$ cat config.mk
export PLATFORM = sky130hd
export DESIGN_NAME = scmp_slice
export DESIGN_NICKNAME = d
export VERILOG_FILES = /design/src/rtl/scmp_pkg.sv /design/src/rtl/scmp_store.sv /design/src/rtl/scmp_compare.sv /design/src/rtl/scmp_status.sv /design/src/rtl/scmp_slice.sv
export SDC_FILE = /design/constraint.sdc
export NUM_CORES = 1
export LEC_CHECK = 0
export ABC_AREA = 1
export BUFFER_PORTS_ARGS = -buffer_cell sky130_fd_sc_hd__clkbuf_2
export CAP_MARGIN = 20
export CORE_AREA = 2 2 50 52
export CTS_CLUSTER_DIAMETER = 60
export DETAILED_ROUTE_END_ITERATION = 10
export DIE_AREA = 0 0 52 54
export GPL_TIMING_DRIVEN = 0
export PLACE_DENSITY = 0.8
export SYNTH_ARGS = -nofsm -noshare
export SYNTH_HDL_FRONTEND = slang
export SYNTH_SLANG_ARGS = --single-unit
$ cat constraint.sdc
create_clock -name clk -period 1.8 [get_ports clk]
set_clock_uncertainty 0.05 [all_clocks]
set_input_delay 0.09 -clock clk [delete_from_list [all_inputs] [get_ports clk]]
set_output_delay 0.09 -clock clk [all_outputs]
set_load 0.03 [all_outputs]
$ cat src/rtl/scmp_pkg.sv
package scmp_pkg;
  typedef enum logic [1:0] {
    OP_HOLD  = 2'b00,
    OP_SHIFT = 2'b01,
    OP_LOAD  = 2'b10,
    OP_READ  = 2'b11
  } slice_op_t;
endpackage

$ cat src/rtl/scmp_store.sv
module scmp_store
  import scmp_pkg::*;
#(
  parameter int WIDTH = 8
) (
  input  logic             clk,
  input  logic             rst,
  input  slice_op_t        op,
  input  logic [WIDTH-1:0] par_in,
  input  logic             ser_in,
  output logic [WIDTH-1:0] q
);
  always_ff @(posedge clk) begin
    if (rst) begin
      q <= '0;
    end else begin
      unique case (op)
        OP_LOAD:  q <= par_in;
        OP_SHIFT: q <= {ser_in, q[WIDTH-1:1]};
        default:  q <= q;
      endcase
    end
  end

  AST_HOLD_KEEPS: assert property (@(posedge clk) disable iff (rst)
    (op == OP_HOLD || op == OP_READ) |=> $stable(q));
  AST_LOAD_TAKES: assert property (@(posedge clk) disable iff (rst)
    (op == OP_LOAD) |=> (q == $past(par_in)));
  AST_SHIFT_MOVES: assert property (@(posedge clk) disable iff (rst)
    (op == OP_SHIFT) |=> (q == {$past(ser_in), $past(q[WIDTH-1:1])}));
endmodule

$ cat src/rtl/scmp_compare.sv
module scmp_compare #(
  parameter int WIDTH = 8
) (
  input  logic [WIDTH-1:0] a,
  input  logic [WIDTH-1:0] b,
  input  logic             use_sign,
  output logic             eq,
  output logic             gt,
  output logic             lt
);
  localparam logic [WIDTH-1:0] TOP_BIT = {1'b1, {(WIDTH-1){1'b0}}};

  logic [WIDTH-1:0] a_k, b_k;

  // Flipping the sign bit maps two's-complement order onto unsigned order.
  always_comb begin
    a_k = use_sign ? (a ^ TOP_BIT) : a;
    b_k = use_sign ? (b ^ TOP_BIT) : b;
    eq  = (a_k == b_k);
    gt  = (a_k > b_k);
    lt  = (a_k < b_k);
  end
endmodule

$ cat src/rtl/scmp_status.sv
module scmp_status (
  input  logic clk,
  input  logic rst,
  input  logic eq_in,
  input  logic gt_in,
  input  logic lt_in,
  input  logic stat_en_n,
  input  logic suppress,
  output logic eq_q,
  output logic gt_q,
  output logic lt_q,
  output logic valid_q
);
  logic drive;
  assign drive = !stat_en_n && !suppress;

  always_ff @(posedge clk) begin
    if (rst) begin
      eq_q    <= 1'b0;
      gt_q    <= 1'b0;
      lt_q    <= 1'b0;
      valid_q <= 1'b0;
    end else begin
      eq_q    <= drive & eq_in;
      gt_q    <= drive & gt_in;
      lt_q    <= drive & lt_in;
      valid_q <= drive;
    end
  end

  AST_ONE_FLAG: assert property (@(posedge clk) disable iff (rst)
    valid_q |-> ($countones({eq_q, gt_q, lt_q}) == 1));
  AST_QUIET_WHEN_OFF: assert property (@(posedge clk) disable iff (rst)
    !valid_q |-> ({eq_q, gt_q, lt_q} == 3'b000));
  AST_ENABLE_GATES: assert property (@(posedge clk) disable iff (rst)
    stat_en_n |=> !valid_q);
  AST_PRIORITY_GATES: assert property (@(posedge clk) disable iff (rst)
    suppress |=> !valid_q);
endmodule

$ cat src/rtl/scmp_slice.sv
module scmp_slice
  import scmp_pkg::*;
#(
  parameter int WIDTH = 8
) (
  input  logic             clk,
  input  logic             rst,
  input  logic [1:0]       mode_sel,
  input  logic [WIDTH-1:0] bus_in,
  output logic [WIDTH-1:0] bus_out,
  output logic             bus_oe,
  input  logic             link_in,
  output logic             link_out,
  input  logic             cmp_signed,
  input  logic             slice_is_top,
  input  logic             stat_en_n,
  output logic             flag_eq,
  output logic             flag_gt,
  output logic             flag_lt,
  output logic             flags_valid
);
  slice_op_t        op;
  logic [WIDTH-1:0] reg_q;
  logic [WIDTH-1:0] cmp_b;
  logic             c_eq, c_gt, c_lt;
  logic             use_sign;
  logic             suppress;

  assign op = slice_op_t'(mode_sel);

  scmp_store #(.WIDTH(WIDTH)) u_store (
    .clk    (clk),
    .rst    (rst),
    .op     (op),
    .par_in (bus_in),
    .ser_in (link_in),
    .q      (reg_q)
  );

  // During read out the bus carries the register itself.
  assign cmp_b    = (op == OP_READ) ? reg_q : bus_in;
  assign use_sign = cmp_signed & slice_is_top;

  scmp_compare #(.WIDTH(WIDTH)) u_cmp (
    .a        (reg_q),
    .b        (cmp_b),
    .use_sign (use_sign),
    .eq       (c_eq),
    .gt       (c_gt),
    .lt       (c_lt)
  );

  assign suppress = (op != OP_SHIFT) & link_in;
  assign link_out = (op == OP_SHIFT) ? reg_q[0] : (link_in | ~c_eq);

  scmp_status u_stat (
    .clk       (clk),
    .rst       (rst),
    .eq_in     (c_eq),
    .gt_in     (c_gt),
    .lt_in     (c_lt),
    .stat_en_n (stat_en_n),
    .suppress  (suppress),
    .eq_q      (flag_eq),
    .gt_q      (flag_gt),
    .lt_q      (flag_lt),
    .valid_q   (flags_valid)
  );

  always_ff @(posedge clk) begin
    if (rst) begin
      bus_oe  <= 1'b0;
      bus_out <= '0;
    end else begin
      bus_oe  <= (op == OP_READ);
      bus_out <= (op == OP_READ) ? reg_q : '0;
    end
  end

  AST_READ_DRIVES: assert property (@(posedge clk) disable iff (rst)
    (op == OP_READ) |=> (bus_oe && bus_out == $past(reg_q)));
  AST_BUS_IDLE: assert property (@(posedge clk) disable iff (rst)
    (op != OP_READ) |=> (!bus_oe && bus_out == '0));
  AST_READ_SELF_EQ: assert property (@(posedge clk) disable iff (rst)
    (op == OP_READ && !stat_en_n && !link_in) |=> flag_eq);
endmodule

== After elaboration in Yosys (flattened, before gate mapping) ==
Cells that the tools add are included.
Operators by class
  equal/unequal tests: 5
  magnitude comparators: 2
  div/mod/pow operators: 0
  $add $sub $neg: 0
  bitwise operators: 10
  multipliers: 0
  reduce and logical (&&, ||, !) cells: 5
  shift-type cells: 0
  mux-type cells: 5
Operator list (count)
  two-way mux 8 bit: 3
  one-hot mux 8 bit (2 select lines): 1
  equality test 8 bit: 1
  greater-than comparator 8 bit: 1
  less-than comparator 8 bit: 1
  bitwise AND 1 bit: 5
  equality test 2 bit, second input constant: 2
  inverter 1 bit: 4
  equality test 2 x 1 -> 1 bit, second input constant: 1
  logical NOT 1 bit: 2
  != test 2 x 1 -> 1 bit, second input constant: 1
  nonzero test 2 bit: 1
  OR reduction 2 bit: 1
  logical AND 1 bit: 1
  two-way mux 1 bit: 1
  bitwise OR 1 bit: 1
Storage, ports and cells
  bits in read-only memories: 0
  bits of input ports: 16
  logic and storage cells: 34
  memory bits (writable): 0
  memories: 0
  bits in registers: 21
  latch bits: 0

== Logic depth before layout (Yosys ltp) ==
  word-level depth: 8
  mapped depth: 13
  depth with buffers taken out: 12

== By module ==
A second synthesis with hierarchy kept.
Unflattened totals
  cells, all modules: 180
  area total of the unflattened synthesis: 1242.4 um^2
Modules (own cells, without submodules)
  scmp_store: area each 446.7 um^2, instances 1, cells an instance 71
  scmp_slice: area each 415.4 um^2, instances 1, cells an instance 56
  scmp_compare: area each 257.7 um^2, instances 1, cells an instance 39
  scmp_status: area each 122.6 um^2, instances 1, cells an instance 14

== Worst setup path after synthesis ==
Ideal clock, no wire load.
  path type: input to output
  start: input mode_sel[0]
  end: output link_out
  cell stages on the path: 9
  path slack: 125 ps
  buffers on the path: 1
  data arrival time: 1535 ps
  cell sequence: ha_1 clkbuf_1 o21ai_0 ha_1 nand2_1 nor2_1 nand2_1 o21ai_1 o21ai_1
On the way
  cells in the longest elaborated chain, start to end: 8
  elaborated cells between the ends (all ways): 9
  classes of those cells: eq/ne: 3; mux: 3; bitwise: 3
Ends and longest elaborated chain
  start: declaration: RTL line scmp_slice.sv:8  | input logic [1:0] mode_sel,
  equality test 2 bit: RTL line scmp_slice.sv:41  | assign cmp_b = (op == OP_READ) ? reg_q : bus_in;
  two-way mux 8 bit: RTL line scmp_slice.sv:41
  inverter 1 bit (no source line)
  two-way mux 8 bit: RTL line scmp_compare.sv:18  | b_k = use_sign ? (b ^ TOP_BIT) : b;
  equality test 8 bit: RTL line scmp_compare.sv:19  | eq = (a_k == b_k);
  inverter 1 bit: RTL line scmp_slice.sv:54  | assign link_out = (op == OP_SHIFT) ? reg_q[0] : (link_in | ~c_eq);
  bitwise OR 1 bit: RTL line scmp_slice.sv:54
  two-way mux 1 bit *: RTL line scmp_slice.sv:54
  end: declaration: RTL line scmp_slice.sv:13  | output logic link_out,
Every way passes the cells marked *; elsewhere a longest branch is shown, timed or not.

== Worst setup path after layout ==
  start: register u_store.q[7]
  end: output link_out
On the way
  cells in the longest elaborated chain, start to end: 7
  elaborated cells between the ends (all ways): 9
  classes of those cells: eq/ne: 1; mux: 4; bitwise: 4
Ends and longest elaborated chain
  start: declaration: RTL line scmp_store.sv:11  | output logic [WIDTH-1:0] q
  start signal: assignment: RTL line scmp_store.sv:18  | OP_LOAD: q <= par_in;
  start signal: assignment: RTL line scmp_store.sv:19  | OP_SHIFT: q <= {ser_in, q[WIDTH-1:1]};
  start signal: assignment: RTL line scmp_store.sv:20  | default: q <= q;
  two-way mux 8 bit: RTL line scmp_slice.sv:41
  inverter 1 bit (no source line)
  two-way mux 8 bit: RTL line scmp_compare.sv:18
  equality test 8 bit *: RTL line scmp_compare.sv:19
  inverter 1 bit *: RTL line scmp_slice.sv:54
  bitwise OR 1 bit *: RTL line scmp_slice.sv:54
  two-way mux 1 bit *: RTL line scmp_slice.sv:54
Marked as above.

==> impl_metrics.tcl <==
set metrics [dict create \
    leakagePower_nw 0.751 \
    syn2layout_area_growth_pct 30.7 \
    min_from "stat_en_n" \
    io_pins 30 \
    die_area_um2 2810 \
    ys_seq_area_frac 0.390 \
    hold_class "in -> reg" \
    htreeDepth 1 \
    drc 0 \
    io_buffers 29 \
    finalSetupTns_ns -0.509 \
    vias 1055 \
    postLayoutCellArea_um2 1410 \
    r2r-start "u_store.q[7]" \
    cts_made_buffers 3 \
    place_congestion 0.861 \
    crit_required_ns 1.66 \
    yosysTopAreaCellShare 0.390 \
    drt-initial-drc-count 24 \
    status "complete, but fails checks" \
    diodes 0 \
    clkTransAtPathRegs_ns 0.12 \
    drv_slew 0 \
    row_count 18 \
    finalPower_mw 1.03 \
    fp.dieW_um 52 \
    crit_slowest_cell "dfxtp_2" \
    rrSetupSlack_ns -0.19 \
    ys_types 16 \
    finalNonFillerCells 220 \
    whs_ns 0.0245 \
    drt_pass1_iterations 4 \
    hold_viol 0 \
    antenna_found_initial 0 \
    maxCapViolCount 0 \
    fin_util 0.608 \
    vias_per_cell 4.80 \
    clk_path_buf_depth 2 \
    grt_use_total 0.185 \
    dpl.hpwl_um 1730 \
    grt_pass1_vias 915 \
    drive_gt1_frac 0.332 \
    start_kind "flip-flop" \
    yosys_warnings 0 \
    seq_area_um2 425 \
    wire_per_inst_um 11.1 \
    core-area_um2 2320 \
    timing.slew.headroom 0.767 \
    worst-setup-path-type "reg -> out" \
    rr_worst_depth 14 \
    r2r_end "u_stat.gt_q" \
    p_per_area_nw_per_um2 732 \
    yosys.area.top_type "dfxtp_1" \
    crit_chain "nand2_2 > o21ai_2 > xor2_1 > ha_1 > nand2_2 > nor2_4 > nand2_2 > o21ai_2 > o21ai_1 > buf_4" \
    min_to "u_stat.valid_q" \
    fillers 203 \
    worstMarginPinSlew_ns 0.348 \
    multiInputGateArea_um2 574 \
    detailed_place.area_um2 1260 \
    cp_slowest_stage_delay_ns 0.35 \
    setup_violations 3 \
    violations "setup timing" \
    holdPathStages 3 \
    ys_ff_latch 21 \
    dieHeight_um 54 \
    cp.arrival_ns 1.87 \
    grt_max_degree 13 \
    synthCells 149 \
    mostFrequentLayoutCells "clkbuf_2, nand2_1, inv_1" \
    clock_latency_ns 0.31 \
    pre_cts_slack_ns -0.351 \
    post-route-period-util 1.12 \
    worst-path-max-fanout 2 \
    fmax_ghz 0.497 \
    wirelength_um 2450 \
    cts_tree "done" \
    critPathTopFamily "flip-flops" \
    syn_nets 176 \
    setup.worst_path.end_class "primary output" \
    finalWorstSetupSlack_ns -0.211 \
    root_buffer "clkbuf_4" \
    syn-cell-area_um2 1080 \
    rsz0062_at_grt "true" \
    layout.nets 218 \
    start_util 0.465 \
    synth_area_per_cell_um2 7.24 \
    layout_commonest_cell "clkbuf_2" \
    grt_pass1_wl_um 3790 \
    cts.sinks 21 \
    grt_remaining_overflow 0 \
    path_buf_inv 1 \
    antenna_left 0 \
    cpMostUsedCell "nand2_2" \
    place_inst 208 \
    yosys-top-cells-area "dfxtp_1, ha_1, nand2_1, inv_1, o21ai_1" \
    period_needed_ns 2.01 \
    peakVddDrop_mv 0.472 \
]
-- Yosys cell counts --
library cell  count
a21o_1            2
a21oi_1          10
a21oi_2           1
buf_2             3
clkbuf_1          1
dfxtp_1          21
ha_1             11
inv_1            23
inv_2             3
nand2_1          29
nand2_2           1
nor2_1           15
nor2_4            1
o21ai_0           9
o21ai_1          17
xor2_1            2
-- worst max-delay path by stage --
stage	start	end	slack [ns]	cells after the start
after CTS	u_store.q[7]	link_out	-0.25	10
after detailed placement	mode_sel[0]	link_out	-0.35	11
after floorplan	mode_sel[0]	link_out	0.12	9
after global placement	mode_sel[0]	link_out	-0.30	11
after global routing	u_store.q[7]	link_out	-0.29	10
final	u_store.q[7]	link_out	-0.21	10
-- kinds of logic after synthesis --
kind of cell / share of synthesized area
fa+ha+maj: 0.128
flops: 0.390
compound gates: 0.189
xor+xnor: 0.0162
simple gates: 0.169
buf+inv: 0.108
-- metal layers --
metal	wire length, um	up-vias	GRT usage
li1	-	550	-
met1	1050	472	0.212
met2	1230	28	0.325
met3	104	5	0.0250
met4	57	0	0.118
met5	0	-	0
-- layout make-up --
type,instances,share of cell area
Sequential cell,21,0.302
Tap cell,30,0.0266
Buffer,4,0.0160
Timing Repair Buffer,37,0.160
Clock buffer,3,0.0160
Inverter,26,0.0692
Clock inverter,1,0.00355
Multi-Input combinational cell,98,0.407
-- registers in the layout, summed over array words and instances, names as in the netlist --
register        cells
bus_out             8
u_store.q           8
bus_oe              1
u_stat.eq_q         1
u_stat.gt_q         1
u_stat.lt_q         1
u_stat.valid_q      1
-- report_power, final --
group          switching (mW)  leakage, nW  internal (mW)
sequential             0.0127        0.173          0.494
clock                   0.148       0.0177         0.0832
combinational           0.180        0.560          0.114
-- worst min-delay path, cell delays in order --
cell and delay, ns:
clkbuf_2 0.09, a21o_1 0.12, nor2_4 0.05
-- repair_timing --
action / 4_1_cts / 5_1_grt
setup buffers: 5 / 2
hold buffers: 1 / 0
pin swaps: 6 / 6
gates resized for setup: 10 / 14
setup endpoints to repair: 1 / 3
hold endpoints to repair: 4 / 0
Note: power is estimated with default switching activity, not from simulation.
